$ cat config.mk
export PLATFORM = sky130hd
export DESIGN_NAME = baud_frac_gen
export DESIGN_NICKNAME = d
export VERILOG_FILES = /design/src/rtl/baud_pkg.sv /design/src/rtl/baud_cfg_regs.sv /design/src/rtl/baud_period_gen.sv /design/src/rtl/baud_bit_strobe.sv /design/src/rtl/baud_frac_gen.sv
export SDC_FILE = /design/constraint.sdc
export NUM_CORES = 1
export LEC_CHECK = 0
export ABC_AREA = 1
export CELL_PAD_IN_SITES_DETAIL_PLACEMENT = 0
export CELL_PAD_IN_SITES_GLOBAL_PLACEMENT = 1
export CORE_ASPECT_RATIO = 1.5
export CORE_MARGIN = 4
export CORE_UTILIZATION = 30
export CTS_BUF_LIST = sky130_fd_sc_hd__clkbuf_16
export CTS_CLUSTER_DIAMETER = 30
export CTS_CLUSTER_SIZE = 16
export DETAILED_ROUTE_END_ITERATION = 10
export PLACE_DENSITY_LB_ADDON = 0.1
export SKIP_LAST_GASP = 1
export SLEW_MARGIN = 20
export SYNTH_ARGS = -nofsm -noshare
export SYNTH_HDL_FRONTEND = slang
export SYNTH_SLANG_ARGS = --single-unit
$ cat constraint.sdc
create_clock -name clk -period 6.25 [get_ports clk]
set_input_delay 1.875 -clock clk [delete_from_list [all_inputs] [get_ports clk]]
set_output_delay 1.875 -clock clk [all_outputs]
set_load 0.01 [all_outputs]
$ cat src/rtl/baud_pkg.sv
package baud_pkg;
    localparam int BYTE_W = 8;
    localparam int DIV_W  = 2 * BYTE_W;
    localparam int FRAC_W = 4;
    localparam int CNT_W  = DIV_W + 1;
    localparam int ACC_W  = FRAC_W + 1;

    typedef struct packed {
        logic [DIV_W-1:0]  divisor;
        logic [FRAC_W-1:0] mul;
        logic [FRAC_W-1:0] add;
    } baud_cfg_t;

    localparam baud_cfg_t CFG_RESET = '{divisor: '0, mul: FRAC_W'(1), add: '0};

    function automatic logic frac_legal(input logic [FRAC_W-1:0] m,
                                        input logic [FRAC_W-1:0] a);
        return (m != '0) && (a < m);
    endfunction

    function automatic logic [CNT_W-1:0] period_last(input logic [DIV_W-1:0] d,
                                                     input logic stretch);
        logic [CNT_W-1:0] len;
        len = stretch ? {d, 1'b0} : {1'b0, d};
        return len - CNT_W'(1);
    endfunction
endpackage

$ cat src/rtl/baud_cfg_regs.sv
module baud_cfg_regs
    import baud_pkg::*;
(
    input  logic              clk,
    input  logic              rst,
    input  logic              div_access,
    input  logic              div_hi_we,
    input  logic [BYTE_W-1:0] div_hi_in,
    input  logic              div_lo_we,
    input  logic [BYTE_W-1:0] div_lo_in,
    input  logic              frac_we,
    input  logic [FRAC_W-1:0] frac_mul_in,
    input  logic [FRAC_W-1:0] frac_add_in,
    output baud_cfg_t         cfg_o,
    output logic              restart_o,
    output logic              cfg_err_o
);
    baud_cfg_t cfg_q;
    logic      err_q;
    logic      hi_ok, lo_ok;

    assign hi_ok     = div_hi_we && div_access;
    assign lo_ok     = div_lo_we && div_access;
    assign restart_o = hi_ok || lo_ok || frac_we;

    always_ff @(posedge clk) begin
        if (rst) begin
            cfg_q <= CFG_RESET;
            err_q <= 1'b0;
        end else begin
            if (hi_ok) cfg_q.divisor[DIV_W-1:BYTE_W] <= div_hi_in;
            if (lo_ok) cfg_q.divisor[BYTE_W-1:0]     <= div_lo_in;
            if (frac_we) begin
                cfg_q.mul <= frac_mul_in;
                cfg_q.add <= frac_add_in;
            end
            err_q <= err_q | ~frac_legal(cfg_q.mul, cfg_q.add);
        end
    end

    assign cfg_o     = cfg_q;
    assign cfg_err_o = err_q;

    // the error flag is sticky
    assert_err_sticky_R4: assert property (@(posedge clk) disable iff (rst)
        err_q |=> err_q);

    // divisor unchanged when access is off
    assert_div_gated_R6: assert property (@(posedge clk) disable iff (rst)
        !div_access |=> $stable(cfg_q.divisor));
endmodule

$ cat src/rtl/baud_period_gen.sv
module baud_period_gen
    import baud_pkg::*;
(
    input  logic      clk,
    input  logic      rst,
    input  logic      clear,
    input  logic      restart,
    input  baud_cfg_t cfg_i,
    output logic      tick_o
);
    logic [CNT_W-1:0]  cnt_q;
    logic [FRAC_W-1:0] acc_q;
    logic [ACC_W-1:0]  acc_sum;
    logic              use_frac;
    logic              stretch;
    logic [CNT_W-1:0]  last;
    logic [FRAC_W-1:0] acc_next;

    always_comb begin
        use_frac = frac_legal(cfg_i.mul, cfg_i.add);
        acc_sum  = {1'b0, acc_q} + {1'b0, cfg_i.add};
        stretch  = use_frac && (acc_sum >= {1'b0, cfg_i.mul});
        if (stretch) acc_next = FRAC_W'(acc_sum - {1'b0, cfg_i.mul});
        else         acc_next = FRAC_W'(acc_sum);
        last     = period_last(cfg_i.divisor, stretch);
    end

    always_ff @(posedge clk) begin
        if (rst || clear) begin
            cnt_q <= '0;
            acc_q <= '0;
        end else if (cnt_q == last) begin
            cnt_q <= '0;
            if (use_frac) acc_q <= acc_next;
        end else begin
            cnt_q <= cnt_q + CNT_W'(1);
        end
    end

    assign tick_o = !clear && (cnt_q == last);

    // a restart zeroes the period counter
    assert_restart_clears_R7: assert property (@(posedge clk) disable iff (rst)
        restart |=> (cnt_q == '0));

    // counter never runs past a stretched period
    assert_cnt_bound_R2: assert property (@(posedge clk) disable iff (rst)
        (cfg_i.divisor != '0) |-> (cnt_q < {cfg_i.divisor, 1'b0}));

    // accumulator stays below MUL while the fraction is legal
    assert_acc_bound_R2: assert property (@(posedge clk) disable iff (rst)
        use_frac |-> (acc_q < cfg_i.mul));
endmodule

$ cat src/rtl/baud_bit_strobe.sv
module baud_bit_strobe #(
    parameter int OVERSAMPLE = 16,
    parameter bit BIT_EN     = 1'b1
) (
    input  logic clk,
    input  logic rst,
    input  logic clear,
    input  logic tick_i,
    output logic bit_o
);
    localparam int TCNT_W = (OVERSAMPLE > 1) ? $clog2(OVERSAMPLE) : 1;

    generate
        if (BIT_EN) begin : g_strobe
            logic [TCNT_W-1:0] tcnt_q;
            always_ff @(posedge clk) begin
                if (rst || clear) begin
                    tcnt_q <= '0;
                end else if (tick_i) begin
                    if (tcnt_q == TCNT_W'(OVERSAMPLE - 1)) tcnt_q <= '0;
                    else                                    tcnt_q <= tcnt_q + TCNT_W'(1);
                end
            end
            assign bit_o = tick_i && (tcnt_q == TCNT_W'(OVERSAMPLE - 1));
        end else begin : g_none
            assign bit_o = 1'b0;
        end
    endgenerate
endmodule

$ cat src/rtl/baud_frac_gen.sv
module baud_frac_gen
    import baud_pkg::*;
#(
    parameter int OVERSAMPLE = 16,
    parameter bit BIT_EN     = 1'b1
) (
    input  logic              clk,
    input  logic              rst,
    input  logic              en,
    input  logic              div_access,
    input  logic              div_hi_we,
    input  logic [BYTE_W-1:0] div_hi_in,
    input  logic              div_lo_we,
    input  logic [BYTE_W-1:0] div_lo_in,
    input  logic              frac_we,
    input  logic [FRAC_W-1:0] frac_mul_in,
    input  logic [FRAC_W-1:0] frac_add_in,
    output logic              os_tick,
    output logic              bit_tick,
    output logic              cfg_err
);
    baud_cfg_t cfg;
    logic      restart;
    logic      clear;

    baud_cfg_regs u_cfg (
        .clk        (clk),
        .rst        (rst),
        .div_access (div_access),
        .div_hi_we  (div_hi_we),
        .div_hi_in  (div_hi_in),
        .div_lo_we  (div_lo_we),
        .div_lo_in  (div_lo_in),
        .frac_we    (frac_we),
        .frac_mul_in(frac_mul_in),
        .frac_add_in(frac_add_in),
        .cfg_o      (cfg),
        .restart_o  (restart),
        .cfg_err_o  (cfg_err)
    );

    assign clear = restart || !en || (cfg.divisor == '0);

    baud_period_gen u_period (
        .clk    (clk),
        .rst    (rst),
        .clear  (clear),
        .restart(restart),
        .cfg_i  (cfg),
        .tick_o (os_tick)
    );

    baud_bit_strobe #(.OVERSAMPLE(OVERSAMPLE), .BIT_EN(BIT_EN)) u_bits (
        .clk   (clk),
        .rst   (rst),
        .clear (clear),
        .tick_i(os_tick),
        .bit_o (bit_tick)
    );

    // bit strobe only with a tick
    assert_bit_with_tick_R8: assert property (@(posedge clk) disable iff (rst)
        bit_tick |-> os_tick);

    // no tick while disabled
    assert_no_tick_off_R9: assert property (@(posedge clk) disable iff (rst)
        !en |-> !os_tick);

    // no tick with a zero divisor
    assert_no_tick_zero_R5: assert property (@(posedge clk) disable iff (rst)
        (cfg.divisor == '0) |-> !(os_tick || bit_tick));
endmodule

* Yosys cells after proc, flatten, opt, wreduce, memory -nomap -nowiden
Index checks and enable logic that the tools add are counted.
W data, S select, Z words.
** Word-level totals
- Flip-flop bits (word level) :: 50
- Input bits :: 31
- Output and inout port bits :: 3
- Word-level logic and storage cells :: 39
** Operators by class
- Add/subtract/negate cells :: 5
- $lt $le $gt $ge :: 2
- Equal/unequal tests :: 2
- Multiplexer cells :: 3
- Bitwise logic cells :: 2
- Reduce and logical (&&, ||, !) cells :: 17
** Operators by type and width (number)
- $add A17 B1 Y17 const B :: 1
- $eq A17 B17 Y1 :: 1
- $mux W17 :: 1
- $sub A17 B1 Y17 const B :: 1
- $logic_not A16 Y1 :: 1
- $mux W4 :: 2
- $logic_and A1 B1 Y1 :: 6
- $add A4 B4 Y5 :: 1
- $ge A5 B4 Y1 :: 1
- $logic_or A1 B1 Y1 :: 5
- $add A4 B1 Y4 const B :: 1
- $eq A4 B4 Y1 const B :: 1
- $lt A4 B4 Y1 :: 1
- $reduce_bool A4 Y1 :: 1
- $sub A4 B4 Y4 :: 1
- $logic_not A1 Y1 :: 2
- $reduce_and A2 Y1 :: 1
- $reduce_or A2 Y1 :: 1
- $not A1 Y1 :: 1
- $or A1 B1 Y1 :: 1

* Logic depth before layout (Yosys ltp)
Gate-level depths: netlist of the first run.
- Depth after elaboration :: 8
- Gate-level depth with buffers :: 30
- Mapped depth without buffers :: 28

* Cells and area by module
A second synthesis of the first run with hierarchy kept.
** Second synthesis, totals
- Cells, all modules :: 653
- Area, all modules :: 4031.4 sq um
** Modules (own cells, without submodules)
- baud_period_gen :: times used 1, cells an instance 485, area each 2790.2 sq um, seq. area each 420.4 sq um
- baud_cfg_regs :: times used 1, cells an instance 123, area each 977.2 sq um, seq. area each 500.5 sq um
- baud_bit_strobe :: times used 1, cells an instance 27, area each 196.4 sq um, seq. area each 80.1 sq um
- baud_frac_gen :: times used 1, cells an instance 18, area each 67.6 sq um, seq. area each 0.0 sq um

* Worst setup path before layout of the first run
Ideal clock, no wire load.
- Path type :: register -> output
- From :: register u_cfg.cfg_q (netlist bit u_cfg.cfg_o[0])
- To :: output bit_tick
- Arrival :: 3822 ps
- Data required time :: 4375 ps
- Path slack :: 553 ps
- Stages on the path, launching flop included :: 29
- Buffers on the path :: 2
- Cell sequence :: dfxtp_1 -> ha_1 -> fa_1 -> xor2_1 -> ha_1 -> a21oi_2 -> nand3_1 -> nand2_1 -> nand2_2 -> nand2_2 -> buf_4 -> buf_2 -> nand2_1 -> o21ai_0 -> ha_1 -> inv_1 -> nor2_1 -> nand2_1 -> nor2_2 -> nand2_1 -> nand2_1 -> nand2_1 -> nand2_1 -> nand2_1 -> nor2_4 -> nand2_4 -> nor2_8 -> nand4_1 -> nor2_1
** Between the ends
- Longest elaborated chain between the ends :: 8
- Elaborated cells on any way between the ends :: 10
- Classes of those cells :: 2 x add/sub; 2 x order compare; 1 x eq/ne; 1 x mux; 4 x reduce/logical
** RTL lines
- start, declared :: RTL line baud_cfg_regs.sv:18 : baud_cfg_t cfg_q;
- $add A4 B4 Y5 / $lt A4 B4 Y1 (equally long branches) :: RTL line baud_period_gen.sv:21, baud_pkg.sv:18
- $ge A5 B4 Y1 / $logic_and A1 B1 Y1 (equally long branches) :: RTL line baud_period_gen.sv:22, baud_pkg.sv:18
- $logic_and A1 B1 Y1 * :: RTL line baud_period_gen.sv:22 : stretch = use_frac && (acc_sum >= {1'b0, cfg_i.mul});
- $mux W17 * :: RTL line baud_pkg.sv:24 : len = stretch ? {d, 1'b0} : {1'b0, d};
- $sub A17 B1 Y17 * :: RTL line baud_pkg.sv:25 : return len - CNT_W'(1);
- $eq A17 B17 Y1 * :: RTL line baud_period_gen.sv:40 : assign tick_o = !clear && (cnt_q == last);
- $logic_and A1 B1 Y1 * :: RTL line baud_period_gen.sv:40
- $logic_and A1 B1 Y1 * :: RTL line baud_bit_strobe.sv:24 : assign bit_o = tick_i && (tcnt_q == TCNT_W'(OVERSAMPLE - 1));
- end, declared :: RTL line baud_frac_gen.sv:19 : output logic bit_tick,
Every way passes the cells marked *; elsewhere a longest branch is shown, timed or not.

* Worst setup path after layout of the first run
Ends and elaborated chain as after synthesis.

==> reports/qor.log, run 1 <==
INFO  setup_path     rrSetupSlack=2.17ns
INFO  setup_path     timing.setup.critical_path_class=register to primary output
INFO  timing         tightest_slew=0.641ns
INFO  cts            clk_transition_reported_paths=0.07ns
INFO  logic_synthesis synthTopCellsByArea=sky130_fd_sc_hd__dfxtp_1, sky130_fd_sc_hd__nand2_1, sky130_fd_sc_hd__nand3_1, sky130_fd_sc_hd__inv_1, sky130_fd_sc_hd__nor2_1
INFO  floorplan      die_area=0.0145mm²
INFO  logic_synthesis post_synth_fa_ha_maj_area_fraction=5.69%
INFO  cts            ctsRootBufferMaster=sky130_fd_sc_hd__clkbuf_16
INFO  timing         max_freq=169MHz
INFO  cts            tritoncts.num_buffers=5
INFO  timing         share_of_the_clock_period_used_by_the_worst_path_after_layout=94.8%
INFO  logic_synthesis syn-num-nets=654
INFO  logic_synthesis synth_xor_xnor_area_share=4.30%
INFO  logic_synthesis synthMuxAreaShare=0%
INFO  layout         fin_util=36.9%
INFO  floorplan      dieHeight=146µm
INFO  global_route   grt_first_pass_wirelength=18.8mm
INFO  layout         post_route_cells_drive_above_1_share=11.7%
INFO  timing         setup_repair_after_global_routing_missed_its_margin=false
INFO  floorplan      die_width=99.7µm
INFO  worst_hold_path hold_end=u_period.acc_q[2]
INFO  power          power_frac_clock=28.8%
INFO  power          cell_internal_pwr=682µW
INFO  global_route   antenna_found_initial=0
INFO  logic_synthesis post_synth_most_frequent_cells=sky130_fd_sc_hd__nand2_1, sky130_fd_sc_hd__inv_1, sky130_fd_sc_hd__nor2_1, sky130_fd_sc_hd__nand3_1, sky130_fd_sc_hd__dfxtp_1
INFO  job            drv_cap=0
INFO  logic_synthesis yosysTopAreaCell=sky130_fd_sc_hd__dfxtp_1
INFO  global_route   grt_util_all_layers=16.0%
INFO  logic_synthesis synth.ff_latch_count=50
INFO  power          post-layout-total-power=1110µW
INFO  logic_synthesis share_of_the_synthesized_area_in_the_top_cell_type=26.4%
INFO  setup_path     critical_path.max_fanout=5
INFO  timing         final.setup_skew=0.00321ns
INFO  cts            cts_max_path_buffers=2
INFO  worst_hold_path hold_path.class=register to register
INFO  logic_synthesis synth_flop_cell=sky130_fd_sc_hd__dfxtp_1
INFO  power          portion_of_total_power_attributed_to_sequential_cells=30.6%
INFO  cts            cts_tree=done
INFO  placed_design  detailed_place.area=0.00433mm²
INFO  logic_synthesis yosysUniqueCellTypes=41
INFO  detailed_routing wl_per_cell=13.7µm
INFO  detailed_routing detailedRoute.firstIterationViolations=121
INFO  layout         fillerInstances=1,372
INFO  logic_synthesis ys_warn_count=0
INFO  logic_synthesis synth_enable_flop_cells=0
INFO  power          leakage=0.00210µW
INFO  detailed_routing routed_via_density=4.69
INFO  layout         insertedDiodeCount=0
INFO  setup_path     required_time_worst_endpoint=4.38ns
INFO  power          power.combinational.fraction=40.6%
INFO  logic_synthesis synth_area=0.00378mm²
INFO  global_route   largest_net_degree_at_the_start_of_global_routing=26
INFO  layout         stdcell_area=0.00459mm²
INFO  worst_hold_path hold_path_depth=2
INFO  timing         hold_violation_total_from_the_final_report=0
INFO  placed_design  buffer_ports.inserted=33
INFO  placed_design  place.gp.congestion=0.835
INFO  global_route   grt-ovfl-total=0
INFO  logic_synthesis synth-simple-area-share=42.3%
INFO  logic_synthesis synth_compound_gate_area_share=11.3%
INFO  logic_synthesis asyncSetResetFlopFracSynth=0%
INFO  timing         setup_violations=0
INFO  status         status=complete, no violations
INFO  detailed_routing drt_pass1_iterations=4
INFO  placed_design  post-dp-hpwl=9.11mm
INFO  floorplan      top_level_ports=34
INFO  floorplan      core_area=0.0124mm²
INFO  global_route   grt_pass1_vias=3,875
INFO  timing         setup-tns-final=0ns
INFO  detailed_routing route.detailed.drc=0
INFO  cts            numClockSinks=50
INFO  setup_path     crit_path_end_kind=primary output
INFO  floorplan      floorplan.initialDensity=30.4%
INFO  timing         final.min_clock_period=5.93ns
INFO  setup_path     startpoint_of_the_most_critical_register_to_register_path=u_cfg.cfg_o[0]
INFO  timing         maxSlewViolCount=0
INFO  cts            cts_max_level=2
INFO  power          power_density=243mW/mm²
INFO  logic_synthesis post-synth-top-count-cell=sky130_fd_sc_hd__nand2_1
INFO  detailed_routing dr_total_vias=3,778
INFO  setup_path     ff2ff_path_depth=23
INFO  detailed_routing ant_nets=0
INFO  floorplan      rows=50
INFO  layout         final_net_count=695
INFO  power          switching_power_summed_over_all_nets=431µW
INFO  logic_synthesis synth.yosys.seq_area_share=26.4%
INFO  cts            clock_insertion_delay_worst_skew=0.30ns
INFO  timing         finalHoldWorstSlack=0.497ns
INFO  power          switching_share=38.7%
INFO  setup_path     timing.rr.end=u_period.cnt_q[2]
INFO  logic_synthesis syn-instance-count=607
INFO  setup_path     crit_arrival=4.05ns
INFO  detailed_routing routed_wl=11.0mm
INFO  timing         slew_headroom=57.2%
INFO  layout         multi_input_area=0.00248mm²
INFO  logic_synthesis syn_avg_cell_area=6.24µm²
INFO  worst_hold_path min-delay-start=u_period.acc_q[2]
INFO  logic_synthesis largest_family_of_logic_cells_by_synthesized_area=simple AND/OR/NAND/NOR gates
INFO  layout         syn_to_final_growth=21.3%
INFO  power          peakVddDrop=0.000108V
INFO  setup_path     crit_path_start_kind=register
INFO  layout         ff_latch_area=0.00100mm²
[power by group through the flow]
| stage | combinational, µW | sequential [µW] | clock [µW] |
|---|---|---|---|
| floorplan | 323 | 345 | 0 |
| global placement | 436 | 348 | 0 |
| detailed placement | 434 | 349 | 0 |
| CTS | 442 | 341 | 331 |
| global route | 514 | 342 | 340 |
| finish | 452 | 341 | 321 |
[what timing repair did]
item                                   4_1_cts  5_1_grt
resized for setup                            7       18
pin swaps                                    2        7
hold buffers                                 0        0
buffers inserted                             1        1
endpoints found under the hold margin        0        0
gates cloned                                 0        0
setup endpoints to repair                    2        2
[cell type report]
cell class / instances / area share, %
multi-input combinational: 466 / 54.0
sequential: 50 / 21.8
timing repair buffer: 48 / 9.98
inverter: 77 / 6.30
tap: 156 / 4.25
clock buffer: 5 / 2.73
clock inverter: 3 / 0.899
[cells by family after synthesis]
family / after synthesis
XOR/XNOR: 17
flip-flops: 50
buffers and inverters: 91
AND/OR/NAND/NOR: 360
adder cells (fa/ha/maj): 16
AO/OA/AOI/OAI: 73
[worst max path at each step]
stage	cells after the start	slack, ns	start	end
floorplan	28	0.55	u_cfg.cfg_o[0]	bit_tick
global placement	27	0.08	u_cfg.cfg_o[0]	bit_tick
detailed placement	26	-0.002	u_cfg.cfg_o[0]	bit_tick
CTS	27	0.07	u_cfg.cfg_o[0]	bit_tick
global route	27	0.001	u_cfg.cfg_o[0]	bit_tick
finish	24	0.32	u_cfg.cfg_o[0]	bit_tick
[per-layer routing]
metal  global-route usage (%)  part of all wire [%]  wire length (µm)  vias up
met5                        0                     0                 0        -
met4                     5.26                   1.8               199        0
met3                     1.77                   2.6               281       11
met2                     30.7                    55              6020       51
met1                     17.7                    41              4500     1702
li1                         -                     -                 -     2014
[flip-flops by register name (all words and copies together), names as in the netlist]
register	count
u_cfg.cfg_o	24
u_period.cnt_q	17
u_cfg.cfg_err_o	1
u_bits.g_strobe.tcnt_q	4
u_period.acc_q	4
[through the flow]
stage          cells  setup slack [ns]
2_1_floorplan    607             0.553
3_3_place_gp     795            0.0835
3_5_place_dp     795          -0.00190
4_1_cts          804            0.0712
5_1_grt          805           0.00101
6_report         805             0.322
[worst max-delay path: stages (launching register included)]
cell and delay, ns:
sky130_fd_sc_hd__dfxtp_1 0.31, sky130_fd_sc_hd__ha_1 0.23, sky130_fd_sc_hd__fa_2 0.40, sky130_fd_sc_hd__xor2_2 0.18, sky130_fd_sc_hd__ha_4 0.31, sky130_fd_sc_hd__nand3_1 0.10, sky130_fd_sc_hd__nand3_1 0.10, sky130_fd_sc_hd__nand2_1 0.06
sky130_fd_sc_hd__nand2_2 0.10, sky130_fd_sc_hd__nand2_4 0.08, sky130_fd_sc_hd__nand2_1 0.06, sky130_fd_sc_hd__o21ai_1 0.07, sky130_fd_sc_hd__ha_2 0.33, sky130_fd_sc_hd__xor2_1 0.14, sky130_fd_sc_hd__nand3_1 0.13, sky130_fd_sc_hd__a21oi_2 0.15
sky130_fd_sc_hd__nand3_1 0.09, sky130_fd_sc_hd__nor2_1 0.10, sky130_fd_sc_hd__nand2_1 0.07, sky130_fd_sc_hd__nor2_2 0.13, sky130_fd_sc_hd__nand2_2 0.12, sky130_fd_sc_hd__nor2_8 0.11, sky130_fd_sc_hd__nand4_1 0.11, sky130_fd_sc_hd__nor2_1 0.12
sky130_fd_sc_hd__clkbuf_2 0.14
[cells in the final DEF (no fill, tap or decap), types with 2 or more instances in the layout]
master,instances
sky130_fd_sc_hd__nand2_1,182
sky130_fd_sc_hd__inv_1,73
sky130_fd_sc_hd__nand3_1,58
sky130_fd_sc_hd__nor2_1,58
sky130_fd_sc_hd__dfxtp_1,50
sky130_fd_sc_hd__clkdlybuf4s50_1,31
sky130_fd_sc_hd__o21ai_0,30
sky130_fd_sc_hd__a21oi_1,26
sky130_fd_sc_hd__nand2_2,12
sky130_fd_sc_hd__nor2_2,12
sky130_fd_sc_hd__ha_1,12
sky130_fd_sc_hd__buf_4,12
sky130_fd_sc_hd__xor2_1,11
sky130_fd_sc_hd__nand4_1,10
sky130_fd_sc_hd__nor3_1,7
sky130_fd_sc_hd__clkbuf_16,5
sky130_fd_sc_hd__inv_2,4
sky130_fd_sc_hd__nor2_4,4
sky130_fd_sc_hd__o21ai_1,4
sky130_fd_sc_hd__nor3b_1,4
sky130_fd_sc_hd__a21oi_4,3
sky130_fd_sc_hd__a21oi_2,3
sky130_fd_sc_hd__nand2_4,3
sky130_fd_sc_hd__xnor2_1,3
sky130_fd_sc_hd__nor4_1,3
sky130_fd_sc_hd__o21ai_2,2
sky130_fd_sc_hd__nand3_2,2
sky130_fd_sc_hd__xor2_2,2
sky130_fd_sc_hd__buf_6,2
Note: power is estimated with default switching activity, not from simulation.
==> run 2, diff against run 1 <==
--- a/config.mk
+++ b/config.mk
@@ -10,7 +10,7 @@
 export CELL_PAD_IN_SITES_GLOBAL_PLACEMENT = 1
 export CORE_ASPECT_RATIO = 1.5
 export CORE_MARGIN = 4
-export CORE_UTILIZATION = 30
+export CORE_UTILIZATION = 41
 export CTS_BUF_LIST = sky130_fd_sc_hd__clkbuf_16
 export CTS_CLUSTER_DIAMETER = 30
 export CTS_CLUSTER_SIZE = 16
@@ -21,3 +21,4 @@
 export SYNTH_ARGS = -nofsm -noshare
 export SYNTH_HDL_FRONTEND = slang
 export SYNTH_SLANG_ARGS = --single-unit
+export TNS_END_PERCENT = 30
==> run 2 against run 1 <==
  * Clock skew increased by 0.0030 ns
  * Largest power group unchanged
  * Worst hold slack got worse by 0.024 ns
  * Critical path depth increased by 1
  * Via count decreased by 1.3%
  * Core utilization increased by 14 points
  * Cell area decreased by 0.52%
  * Clock power increased by 2%
  * Setup slack got worse by 0.016 ns
  * Power increased by 1.0%
==> reports/qor.log, run 2 (synthesis gave the netlist of run 1 again) <==
INFO  status         status=complete, no violations
INFO  detailed_routing wl_per_cell=13.3µm
INFO  cts            clk_transition_reported_paths=0.07ns
INFO  floorplan      floorplan.initialDensity=42.4%
INFO  timing         share_of_the_clock_period_used_by_the_worst_path_after_layout=95.1%
INFO  cts            cts_max_path_buffers=2
INFO  layout         post_route_cells_drive_above_1_share=12.7%
INFO  layout         syn_to_final_growth=20.7%
INFO  setup_path     crit_path_start_kind=register
INFO  layout         mostFrequentLayoutCells=sky130_fd_sc_hd__nand2_1, sky130_fd_sc_hd__inv_1, sky130_fd_sc_hd__nor2_1, sky130_fd_sc_hd__nand3_1, sky130_fd_sc_hd__dfxtp_1
INFO  global_route   largest_net_degree_at_the_start_of_global_routing=26
INFO  detailed_routing drt_pass1_iterations=4
INFO  detailed_routing dr_total_vias=3,730
INFO  timing         hold_violation_total_from_the_final_report=0
INFO  global_route   antenna_found_initial=0
INFO  setup_path     setup.worst_path.end=bit_tick
INFO  floorplan      core_area=0.00893mm²
INFO  global_route   grt_first_pass_wirelength=17.4mm
INFO  layout         stdcell_area=0.00457mm²
INFO  layout         layout.cells.most_common=sky130_fd_sc_hd__nand2_1
INFO  placed_design  place.gp.congestion=0.893
INFO  floorplan      top_level_ports=34
INFO  detailed_routing detailedRoute.firstIterationViolations=152
INFO  layout         ff_latch_area=0.00100mm²
INFO  setup_path     rrSetupSlack=2.18ns
INFO  detailed_routing routed_wl=10.1mm
INFO  setup_path     timing.rr.end=u_period.cnt_q[9]
INFO  power          post-layout-total-power=1130µW
INFO  timing         final.setup_skew=0.00624ns
INFO  placed_design  detailed_place.area=0.00424mm²
INFO  timing         tightest_slew=0.670ns
INFO  setup_path     cpMostUsedCell=sky130_fd_sc_hd__nand2_1
INFO  timing         maxSlewViolCount=0
INFO  cts            clock_insertion_delay_worst_skew=0.30ns
INFO  setup_path     timing.setup.critical_path_class=register to primary output
INFO  cts            numClockSinks=50
INFO  setup_path     critical_path.slowest_cell=sky130_fd_sc_hd__fa_2
INFO  setup_path     crit_path_end_kind=primary output
INFO  placed_design  post-dp-hpwl=8.26mm
INFO  cts            cts_tree=done
INFO  floorplan      dieHeight=126µm
INFO  timing         final.min_clock_period=5.94ns
INFO  cts            cts_max_level=2
INFO  setup_path     critical_path.max_fanout=6
INFO  power          leakage=0.00213µW
INFO  layout         largest_register_ff_count=24
INFO  setup_path     ff2ff_path_depth=24
INFO  layout         insertedDiodeCount=0
INFO  global_route   grt_util_all_layers=20.0%
INFO  setup_path     critical_path_depth=25
INFO  cts            ctsRootBufferMaster=sky130_fd_sc_hd__clkbuf_16
INFO  power          peakVddDrop=0.000161V
INFO  detailed_routing ant_nets=0
INFO  setup_path     slowest_delay=0.39ns
INFO  setup_path     required_time_worst_endpoint=4.38ns
INFO  global_route   grt-ovfl-total=0
INFO  floorplan      rows=42
INFO  worst_hold_path hold_path.class=register to register
INFO  timing         slew_headroom=55.2%
INFO  placed_design  buffer_ports.inserted=33
INFO  timing         setup_violations=0
INFO  setup_path     cp_top_family=simple AND/OR/NAND/NOR gates
INFO  layout         multi_input_area=0.00251mm²
INFO  timing         max_freq=168MHz
INFO  global_route   grt_pass1_vias=3,755
INFO  detailed_routing route.detailed.drc=0
INFO  setup_path     worstPathBufferInverterCount=3
INFO  layout         final_net_count=694
INFO  job            drv_cap=0
INFO  setup_path     startpoint_of_the_most_critical_register_to_register_path=u_period.acc_q[0]
INFO  layout         fillerInstances=981
INFO  floorplan      die_area=0.0109mm²
INFO  power          power_density=246mW/mm²
INFO  cts            tritoncts.num_buffers=5
INFO  setup_path     crit_arrival=4.07ns
INFO  setup_path     worstSetupStartpoint=u_period.acc_q[0]
INFO  detailed_routing routed_via_density=4.92
INFO  floorplan      die_width=86.5µm
## run 2: changes by cell type in the layout (fill, tap and decap cells not counted), moves of 2 or more
cell                      previous run  this run
sky130_fd_sc_hd__nor2_2             12         9
sky130_fd_sc_hd__nand2_1           182       180
sky130_fd_sc_hd__nand3_1            58        56
sky130_fd_sc_hd__nand3_2             2         4
sky130_fd_sc_hd__nor2_4              4         6
## run 2: repair_timing
| item | 4_1_cts | 5_1_grt |
|---|---|---|
| hold buffers | 0 | 0 |
| endpoints found under the setup margin | 2 | 2 |
| buffers inserted | 3 | 1 |
| hold endpoints to repair | 0 | 0 |
| pin swaps | 3 | 19 |
| resized for setup | 7 | 30 |
## run 2: worst reg2reg max path: stages (launching register included)
cell and delay, ns:
sky130_fd_sc_hd__dfxtp_2 0.32, sky130_fd_sc_hd__ha_2 0.19, sky130_fd_sc_hd__fa_2 0.39, sky130_fd_sc_hd__xor2_2 0.24, sky130_fd_sc_hd__ha_4 0.25, sky130_fd_sc_hd__a21oi_2 0.13, sky130_fd_sc_hd__nand3_1 0.08, sky130_fd_sc_hd__nand2_1 0.08
sky130_fd_sc_hd__nand2_2 0.08, sky130_fd_sc_hd__nand2_4 0.14, sky130_fd_sc_hd__nand2_2 0.08, sky130_fd_sc_hd__ha_2 0.20, sky130_fd_sc_hd__buf_4 0.14, sky130_fd_sc_hd__xnor2_2 0.13, sky130_fd_sc_hd__inv_1 0.06, sky130_fd_sc_hd__nand2_1 0.06
sky130_fd_sc_hd__a21oi_2 0.18, sky130_fd_sc_hd__nand3_1 0.09, sky130_fd_sc_hd__nor2_1 0.12, sky130_fd_sc_hd__nand2_1 0.10, sky130_fd_sc_hd__nor2_4 0.16, sky130_fd_sc_hd__nand2_4 0.09, sky130_fd_sc_hd__buf_4 0.15, sky130_fd_sc_hd__o21ai_4 0.40
sky130_fd_sc_hd__nor3b_1 0.10
## run 2: cell type report
| cell class | count | share of cell area [%] |
|---|---|---|
| Multi-Input combinational cell | 466 | 54.9 |
| Sequential cell | 50 | 21.9 |
| Timing Repair Buffer | 47 | 10.0 |
| Inverter | 77 | 6.33 |
| Tap cell | 110 | 3.01 |
| Clock buffer | 5 | 2.74 |
| Clock inverter | 3 | 1.07 |
## run 2: through the flow
| stage | setup TNS [ns] | util [%] | setup slack, ns | cells | hold WS (ns) |
|---|---|---|---|---|---|
| after floorplan | 0 | - | 0.553 | 607 | 0.441 |
| after global placement | 0 | 47.4 | 0.0543 | 746 | 0.461 |
| after detailed placement | -0.0644 | 47.4 | -0.0644 | 746 | 0.466 |
| after CTS | -0.182 | 49.8 | -0.182 | 757 | 0.476 |
| after global routing | -0.00768 | 51.1 | -0.00768 | 758 | 0.500 |
| final | 0 | 51.1 | 0.306 | 758 | 0.473 |
## run 2: layer usage
layer	up-vias	part of all wire [%]	global-route usage (%)	wire, µm
li1	2018	-	-	-
met2	42	53	36.1	5330
met4	0	3.3	9.27	335
met1	1651	42	22.8	4180
met5	-	0	0	0
met3	19	2.1	2.29	213
## run 2: worst min-delay path by stage
| stage | from | to | depth (start not counted) |
|---|---|---|---|
| 2_1_floorplan | u_period.cnt_q[0] | u_period.cnt_q[0] | 1 |
| 3_3_place_gp | u_period.acc_q[2] | u_period.acc_q[2] | 2 |
| 3_5_place_dp | u_period.acc_q[2] | u_period.acc_q[2] | 2 |
| 4_1_cts | u_period.acc_q[2] | u_period.acc_q[2] | 2 |
| 5_1_grt | u_period.acc_q[2] | u_period.acc_q[2] | 2 |
| 6_report | u_period.acc_q[2] | u_period.acc_q[2] | 2 |
## run 2: power breakdown
part           total, µW  switching (µW)  internal (µW)
clock                329             137            192
sequential           340            10.2            330
combinational        455             287            168
total               1130             435            690
